[config.mk]
export PLATFORM = sky130hd
export DESIGN_NAME = hs_retry_ctrl
export DESIGN_NICKNAME = d
export VERILOG_FILES = /design/src/rtl/hs_retry_pkg.sv /design/src/rtl/hs_retry_timer.sv /design/src/rtl/hs_retry_count.sv /design/src/rtl/hs_retry_ctrl.sv
export SDC_FILE = /design/constraint.sdc
export NUM_CORES = 1
export LEC_CHECK = 0
export ABC_AREA = 1
export CORE_MARGIN = 2
export CORE_UTILIZATION = 40
export DETAILED_ROUTE_END_ITERATION = 6
export HOLD_SLACK_MARGIN = 0.06
export PLACE_DENSITY_LB_ADDON = 0.2
export SLEW_MARGIN = 20
export SYNTH_ARGS = -nofsm -noshare
export SYNTH_HDL_FRONTEND = slang
export SYNTH_HIERARCHICAL = 1
export SYNTH_SLANG_ARGS = --single-unit
[constraint.sdc]
create_clock -name clk -period 6.71 [get_ports clk]
set_clock_uncertainty 0.15 [all_clocks]
set_input_delay 1.342 -clock clk [delete_from_list [all_inputs] [get_ports clk]]
set_output_delay 1.342 -clock clk [all_outputs]
set_load 0.01 [all_outputs]
[src/rtl/hs_retry_pkg.sv]
package hs_retry_pkg;

    typedef enum logic [1:0] {
        ST_RUN   = 2'd0,
        ST_WAIT  = 2'd1,
        ST_PROBE = 2'd2,
        ST_LOCK  = 2'd3
    } hs_state_e;

    typedef struct packed {
        logic [2:0] mode;
        logic [1:0] dsel;
    } hs_cfg_t;

    // Number of failed retries allowed before lockout (0 for unlimited mode too).
    function automatic int retry_limit(input logic [2:0] m);
        if (m == 3'd0 || m == 3'd7) return 0;
        return 1 << (int'(m) - 1);
    endfunction

    function automatic logic retry_unlimited(input logic [2:0] m);
        return (m == 3'b111);
    endfunction

    function automatic int max4(input int a, input int b, input int c, input int d);
        int r;
        r = a;
        if (b > r) r = b;
        if (c > r) r = c;
        if (d > r) r = d;
        return r;
    endfunction

endpackage

[src/rtl/hs_retry_timer.sv]
module hs_retry_timer #(
    parameter int W = 13
) (
    input  logic         clk,
    input  logic         rst,
    input  logic         clr,
    input  logic         tick,
    input  logic [W-1:0] target,
    output logic         done
);
    logic [W-1:0] cnt;

    assign done = tick && (cnt == target - 1'b1);

    always_ff @(posedge clk) begin
        if (rst || clr)
            cnt <= '0;
        else if (tick)
            cnt <= cnt + 1'b1;
    end

    // without a tick the elapsed count does not move
    assert_tick_only_R3: assert property (@(posedge clk) disable iff (rst)
        (!tick && !clr) |=> $stable(cnt));

endmodule

[src/rtl/hs_retry_count.sv]
module hs_retry_count #(
    parameter int W = 6
) (
    input  logic         clk,
    input  logic         rst,
    input  logic         clr,
    input  logic         inc,
    input  logic [2:0]   mode,
    output logic [W-1:0] cnt,
    output logic         last
);
    import hs_retry_pkg::*;

    localparam logic [W-1:0] CNT_MAX = {W{1'b1}};

    // The failure now being counted reaches the programmed limit.
    assign last = !retry_unlimited(mode) && ((int'(cnt) + 1) >= retry_limit(mode));

    always_ff @(posedge clk) begin
        if (rst || clr)
            cnt <= '0;
        else if (inc && cnt != CNT_MAX)
            cnt <= cnt + 1'b1;
    end

    assert_count_step_R5: assert property (@(posedge clk) disable iff (rst)
        (inc && !clr && cnt != CNT_MAX) |=> (cnt == $past(cnt) + 1'b1));

    assert_no_overflow_R9: assert property (@(posedge clk) disable iff (rst)
        (cnt == CNT_MAX && !clr) |=> (cnt == CNT_MAX));

endmodule

[src/rtl/hs_retry_ctrl.sv]
module hs_retry_ctrl #(
    parameter int DLY0_MS = 100,
    parameter int DLY1_MS = 500,
    parameter int DLY2_MS = 1000,
    parameter int DLY3_MS = 5000,
    parameter int OBS_MS  = 1,
    parameter int CNT_W   = 6
) (
    input  logic             clk,
    input  logic             rst,
    input  logic             mr_n,
    input  logic             tick,
    input  logic             fault,
    input  logic [2:0]       retry_mode,
    input  logic [1:0]       dly_sel,
    output logic             gate_en,
    output logic             fail_n,
    output logic             fail_stat,
    output logic [CNT_W-1:0] retry_cnt
);
    import hs_retry_pkg::*;

    localparam int DLY_MAX = max4(DLY0_MS, DLY1_MS, DLY2_MS, DLY3_MS);
    localparam int TW      = $clog2(((DLY_MAX > OBS_MS) ? DLY_MAX : OBS_MS) + 1);

    hs_state_e    state, nxt;
    hs_cfg_t      cfg;
    logic         hard_clr;
    logic         t_done, t_clr;
    logic [TW-1:0] t_target, dly_ticks;
    logic         c_inc, c_clr, c_last;

    assign hard_clr = rst || !mr_n;
    assign cfg      = '{mode: retry_mode, dsel: dly_sel};

    always_comb begin
        unique case (cfg.dsel)
            2'd0:    dly_ticks = TW'(DLY0_MS);
            2'd1:    dly_ticks = TW'(DLY1_MS);
            2'd2:    dly_ticks = TW'(DLY2_MS);
            default: dly_ticks = TW'(DLY3_MS);
        endcase
    end

    assign t_target = (state == ST_PROBE) ? TW'(OBS_MS) : dly_ticks;

    always_comb begin
        nxt = state;
        unique case (state)
            ST_RUN: begin
                if (fault) begin
                    if (!retry_unlimited(cfg.mode) && retry_limit(cfg.mode) == 0)
                        nxt = ST_LOCK;
                    else
                        nxt = ST_WAIT;
                end
            end
            ST_WAIT:  if (t_done) nxt = ST_PROBE;
            ST_PROBE: begin
                if (fault)       nxt = c_last ? ST_LOCK : ST_WAIT;
                else if (t_done) nxt = ST_RUN;
            end
            default:  nxt = ST_LOCK;
        endcase
    end

    always_ff @(posedge clk) begin
        if (hard_clr) state <= ST_RUN;
        else          state <= nxt;
    end

    assign t_clr = (nxt != state);
    assign c_inc = (state == ST_PROBE) && fault;
    assign c_clr = (state == ST_PROBE) && !fault && t_done;

    hs_retry_timer #(.W(TW)) u_timer (
        .clk    (clk),
        .rst    (hard_clr),
        .clr    (t_clr),
        .tick   (tick),
        .target (t_target),
        .done   (t_done)
    );

    hs_retry_count #(.W(CNT_W)) u_count (
        .clk  (clk),
        .rst  (hard_clr),
        .clr  (c_clr),
        .inc  (c_inc),
        .mode (cfg.mode),
        .cnt  (retry_cnt),
        .last (c_last)
    );

    assign gate_en   = (state == ST_RUN) || (state == ST_PROBE);
    assign fail_stat = (state == ST_LOCK);
    assign fail_n    = !fail_stat;

    assert_gate_drop_R2: assert property (@(posedge clk) disable iff (hard_clr)
        (gate_en && fault) |=> !gate_en);

    assert_lock_sticky_R7: assert property (@(posedge clk) disable iff (hard_clr)
        fail_stat |=> (fail_stat && !gate_en));

    assert_unlimited_no_lock_R8: assert property (@(posedge clk) disable iff (hard_clr)
        (retry_mode == 3'b111 && !fail_stat) |=> !fail_stat);

    assert_mr_clears_R10: assert property (@(posedge clk) disable iff (rst)
        !mr_n |=> (gate_en && fail_n && retry_cnt == '0));

endmodule

== Word-level counts from Yosys, hierarchy flattened ==
Index checks and enable logic that the tools add are counted.

* Register bits after elaboration: 21
* Input port bits: 10
* Output and inout bits: 9

* Multiplexer cells: 16
* Add/subtract/negate cells: 5
* Equality and inequality tests: 9
* Reductions and logical operators: 20
* Order comparisons: 1
* Shifts and indexed selects: 1

{| class="wikitable"
|+ Operators by type and width
! operator !! count
|-
| $mux W32 || 4
|-
| $pmux W13 S3 || 1
|-
| $ge A32 B32 Y1 || 1
|-
| $logic_not A32 Y1 || 1
|-
| $shl A1 B32 Y32 const A || 1
|-
| $add A13 B1 Y13 const B || 1
|-
| $eq A13 B13 Y1 || 1
|-
| $mux W13 || 1
|-
| $sub A13 B1 Y13 const B || 1
|-
| $mux W2 || 6
|-
| $add A6 B1 Y7 const B || 1
|-
| $logic_and A1 B1 Y1 || 7
|-
| $add A6 B1 Y6 const B || 1
|-
| $eq A2 B2 Y1 const B || 3
|-
| $ne A6 B6 Y1 const B || 1
|-
| $pmux W2 S3 || 1
|-
| $logic_or A1 B1 Y1 || 5
|-
| $eq A2 B1 Y1 const B || 2
|-
| $logic_not A1 Y1 || 4
|-
| $logic_not A2 Y1 || 2
|-
| $sub A3 B1 Y4 const B || 1
|-
| $eq A3 B3 Y1 const B || 1
|-
| $logic_not A3 Y1 || 1
|-
| $mux W1 || 3
|-
| $ne A2 B2 Y1 || 1
|}

== Longest topological paths before layout ==
* Depth in word-level cells: 15
* Gate-level depth with buffers: 26
* Mapped depth without buffers: 26

== Modules after synthesis ==
The synthesis kept the hierarchy.

{| class="wikitable"
|+ Modules (own cells, without submodules)
! module !! instances !! area an instance (um^2) !! sequential area each (um^2) !! cells each
|-
| hs_retry_timer || 1 || 1121.1 || 260.2 || 184
|-
| hs_retry_count || 1 || 686.9 || 120.1 || 109
|-
| hs_retry_ctrl || 1 || 261.5 || 40.0 || 50
|}

== Worst setup path before layout ==
OpenSTA, ideal clock, no wires.

* Kind: input-to-reg
* From: in retry_mode[0]
* To: reg u_timer.cnt[7]
* Required time: 6502 ps
* Stages on the path: 23
* Buffers on the path: 0
* Arrival: 3605 ps
* Slack: 2897 ps
* Cell sequence: inv_1 -> ha_1 -> inv_1 -> nand2_1 -> nand2_1 -> inv_1 -> nor2_1 -> nand2_1 -> ha_1 -> and3_1 -> nand3_1 -> nand3_1 -> nand2_1 -> inv_1 -> nand2_1 -> nand2_1 -> inv_1 -> nand4_1 -> nand2_1 -> nor2_1 -> inv_1 -> nor2_1 -> o21a_1

* Elaborated cells between the ends (all ways): 24
* Classes of those cells: 1 x add/sub; 1 x order compare; 2 x eq/ne; 1 x shift; 12 x mux; 7 x reduce/logical

{| class="wikitable"
|+ RTL lines
! element !! RTL line !! source
|-
| start, declared || hs_retry_ctrl.sv:14 || <nowiki>input logic [2:0] retry_mode,</nowiki>
|-
| parallel branches: the longest is 5 deep, another holds $ge A32 B32 Y1 || n/a ||
|-
| $logic_and A1 B1 Y1 (*) || hs_retry_count.sv:17 || <nowiki>assign last = !retry_unlimited(mode) && ((int'(cnt) + 1) >= retry_limit(mode));</nowiki>
|-
| named net c_last || hs_retry_ctrl.sv:31 || <nowiki>logic c_inc, c_clr, c_last;</nowiki>
|-
| $mux W2 (*) (2 in series) || hs_retry_ctrl.sv:60 || <nowiki>if (fault) nxt = c_last ? ST_LOCK : ST_WAIT;</nowiki>
|-
| $pmux W2 S3 (*) || hs_retry_ctrl.sv:49 || <nowiki>unique case (state)</nowiki>
|-
| $ne A2 B2 Y1 (*) || hs_retry_ctrl.sv:72 || <nowiki>assign t_clr = (nxt != state);</nowiki>
|-
| named net t_clr || hs_retry_ctrl.sv:29 || <nowiki>logic t_done, t_clr;</nowiki>
|-
| $logic_or A1 B1 Y1 (*) || hs_retry_timer.sv:16 || <nowiki>if (rst || clr)</nowiki>
|-
| end signal, assigned || hs_retry_timer.sv:19 || <nowiki>cnt <= cnt + 1'b1;</nowiki>
|-
| end, declared || hs_retry_timer.sv:11 || <nowiki>logic [W-1:0] cnt;</nowiki>
|}

Mark *: on every way through the listed nets, which the timed path passes. The select of a mux whose other input is x is not followed.
A chain may end at the register's enable or synchronous reset.

== Final worst setup path ==
Same ends and word-level chain as after synthesis.

==> results summary <==
STA classifies the critical path endpoint as a register. The via count came out at 1992. The initial utilization of the core area, before any placement, comes to 41.0%. Timing analysis after detailed placement gives a worst setup slack of 1.81 ns. The sequential share of power is a little under half. Once the clock tree was built, the setup fixing pass inserted 0 buffers. At the worst endpoint, the required time is roughly 6.8 ns. The power per standard cell area came out at about 110 mW/mm². After synthesis the netlist holds a flip-flop and latch count of 21. The share of layout cells above drive strength 1 is under 10%. The worst setup path is of the primary input to register kind. Of all flip-flops after synthesis, the portion carrying an async set or reset was 0%. The measured slew at the worst slew-check pin came out at 0.685 ns. The repair_antennas step left the layout with diodes totalling 0. The number of buffers on the longest clock path came out at 2. The arrival time of data at the critical path endpoint is 4.66 ns.

The met2 wirelength from detailed routing is slightly above 2000 µm. The core footprint is 0.00504 mm². Static timing analysis puts the maximum clock frequency at ~220 MHz.

For this block, the initial DRC count from the detailed router was 60. The post-detailed-placement half-perimeter wirelength is between 3000 and 4000 µm. The final count of pins violating max slew came to 0. At the end of routability-driven placement, the weighted congestion stood at a little over 0.8. The number of clock sinks came out at 21.

The growth of design area from synthesis to finish is 15.7%. The post-synthesis area per instance came out at 6.03 µm². The tightest min-delay check is of the register to register type.

The initial antenna violation count came out at 0. The final hold slack is 0.348 ns. The per-cell via count in the routed design is 4.55.

The DRC violation count after routing is 0. For this run, the register share of the synthesized area comes to between 20% and 30%. The number of detailed-routing iterations run before antenna repair is 4. The final hold violation count is 0. The clock-pin slew of the registers on the worst-case setup and hold paths came out at 0.07 ns.

The height of the chip is around 76 µm. The total number of H-tree levels came out at 1. Across all setup checks in the final design, the least slack found is approximately 2.1 ns. The via count of the first global-routing pass came out at approximately 1800. The number of instances resized during post-cts repair came out at 0. For this run, the number of Yosys warnings is 6.

TritonCTS built the clock tree. The post-route setup TNS came out at 0 ns. STA classifies the critical path startpoint as a primary input. The area of all placed cells without fillers is about 0.0024 mm². In the final routing, the length of wire on met1 measures approximately 2000 µm.

In the synthesized netlist the dominant register cell turns out to be dfxtp_1. Setup repair after global routing left no endpoint under its margin. After layout, the minimum clock period comes to between 4 and 5 ns. Counting the fill cells in the layout gives 513.

Along the worst path, the maximum fanout reaches 8. The die width came out at approximately 76 µm. The I/O pin count came out at 19.

The floorplan has 26 rows. Headroom to the max-slew limit came out at a little over half. The netlist area before placement came out at around 0.0021 mm². Internal power comes to approximately 0.19 mW.

Summing all placed instances gives a cell area of 0.00234 mm². The met3 wire length is between 90 and 100 µm. The share of total power dissipated in combinational logic is 21.6%. The number of nets in the layout is a little under 400. The post-synthesis cell count came out at 343. The count of nets left with antenna violations after detail routing came out at 0. Wires add up to about 4200 µm. The highest routing layer actually used is met4.

The die covers 0.00577 mm². The number of distinct library cells after synthesis is 28. Dividing the detail-routed wire length by the instance count gives ~9.6 µm.

The first global-routing pass estimated 7330 µm of wire. The core utilization of the finished layout is a little under half. Global routing used around 15% of the available tracks across all layers. The number of flops mapped to enable cells by yosys came out at 0. In this run the tool buffered the top-level ports with 18 buffer cells. The number of max-cap violations came out at 0. The run finished with clean final reports. For this run the aggregate overflow at the end of global routing stands at 0. Across the VDD grid, the largest voltage drop is about 0.059 mV. The share of total power dissipated in the clock network is a little under a third. Setup violations remaining at the end of the flow were counted as 0. The total of hold buffers inserted after clock tree synthesis is 0. The worst-skew pair later-pin latency came out at between 0.2 and 0.3 ns.

Net switching is 29.3% of the power. The root buffer cell chosen for the clock tree is clkbuf_8. Counting the buffers created by CTS gives 3. Entering global routing, the biggest net connects 14 pins. The total net switching power is between 0.07 and 0.08 mW.

The ratio of final minimum period to clock period is 68.6%. The leakage power figure is approximately 1.1 nW.
## metrics by stage
stage	cells	power [mW]
after floorplan	347	0.172
after global placement	434	0.187
after detailed placement	434	0.188
after CTS	438	0.274
after global routing	438	0.287
final	438	0.269
## cells by family (layout without fill, tap and decap cells)
| group | Yosys count | in the layout | synth area share, % |
|---|---|---|---|
| simple gates | 190 | 190 | 41.4 |
| buf+inv | 65 | 86 | 12.0 |
| compound gates | 35 | 35 | 9.43 |
| flops | 21 | 21 | 20.3 |
| fa+ha+maj | 16 | 16 | 9.67 |
| xor+xnor | 15 | 15 | 7.01 |
| other cells | 1 | 5 | 0.181 |
## routing by layer
| layer | up-vias | global-route usage (%) |
|---|---|---|
| met4 | 0 | 4.91 |
| met1 | 860 | 17.3 |
| met3 | 2 | 1.79 |
| met2 | 20 | 28.5 |
| li1 | 1110 | - |
| met5 | - | 0 |
## synthesized netlist by cell type (all sizes together) (3+ instances only)
library cell,number,area [µm²]
inv,63,236
a21oi,19,98.9
dfxtp,21,420
xor2,11,96.3
ha,16,200
nor3,7,35.0
nand2,95,369
o21ai,14,81.3
nor2,53,244
nand3,29,170
xnor2,3,26.3
## worst max-delay path, cell delays in order
cell             delay (ns)
clkdlybuf4s50_1        0.55
inv_1                  0.12
ha_1                   0.22
inv_1                  0.05
nand2_1                0.04
nand2_1                0.11
inv_1                  0.07
nor2_1                 0.18
nand2_1                0.10
ha_1                   0.31
and3_1                 0.18
nand3_1                0.08
nand3_1                0.08
nand2_1                0.05
inv_1                  0.07
nand2_1                0.05
nand2_1                0.06
inv_1                  0.03
nand4_1                0.05
nand2_1                0.05
nor2_1                 0.38
inv_1                  0.20
nor2_1                 0.14
o21a_1                 0.12
## power groups by stage
| stage | clock network [mW] | logic (mW) | registers [mW] |
|---|---|---|---|
| final | 0.0839 | 0.0582 | 0.127 |
| after global routing | 0.0929 | 0.0674 | 0.127 |
| after CTS | 0.0892 | 0.0584 | 0.127 |
| after detailed placement | 0 | 0.0581 | 0.130 |
| after global placement | 0 | 0.0574 | 0.130 |
| after floorplan | 0 | 0.0423 | 0.130 |
## worst paths after layout
check	from	to	slack [ns]	cells after the start
hold / removal	u_timer/cnt[11]	u_timer/cnt[11]	0.35	2
setup reg to reg	state[1]	u_timer/cnt[7]	3.39	19
setup / recovery	retry_mode[0]	u_timer/cnt[7]	2.11	24
hold reg to reg	u_timer/cnt[11]	u_timer/cnt[11]	0.35	2
## cell usage in the layout, fill, tap and decap left out, types with 7 or more instances in the layout
master and n:
nand3_1 24, nor3_1 7, nor2_1 45, inv_1 60, clkdlybuf4s50_1 18, xor2_1 11, a21oi_1 18, dfxtp_1 21
ha_1 16, nand2_1 90, o21ai_0 8
## state kept, by name, summed over array words and instances, names as in the netlist
signal	flops
u_count/cnt	6
state	2
u_timer/cnt	13
## layout make-up
type / count / area (µm²) / area share, %
clock buffer: 3 / 41.3 / 1.73
clock inverter: 1 / 7.51 / 0.314
inverter: 64 / 241 / 10.1
multi-input combinational: 261 / 1420 / 59.1
sequential: 21 / 420 / 17.6
tap: 70 / 87.6 / 3.66
timing repair buffer: 18 / 180 / 7.53
No activity file was read; power rests on OpenSTA's default activity.
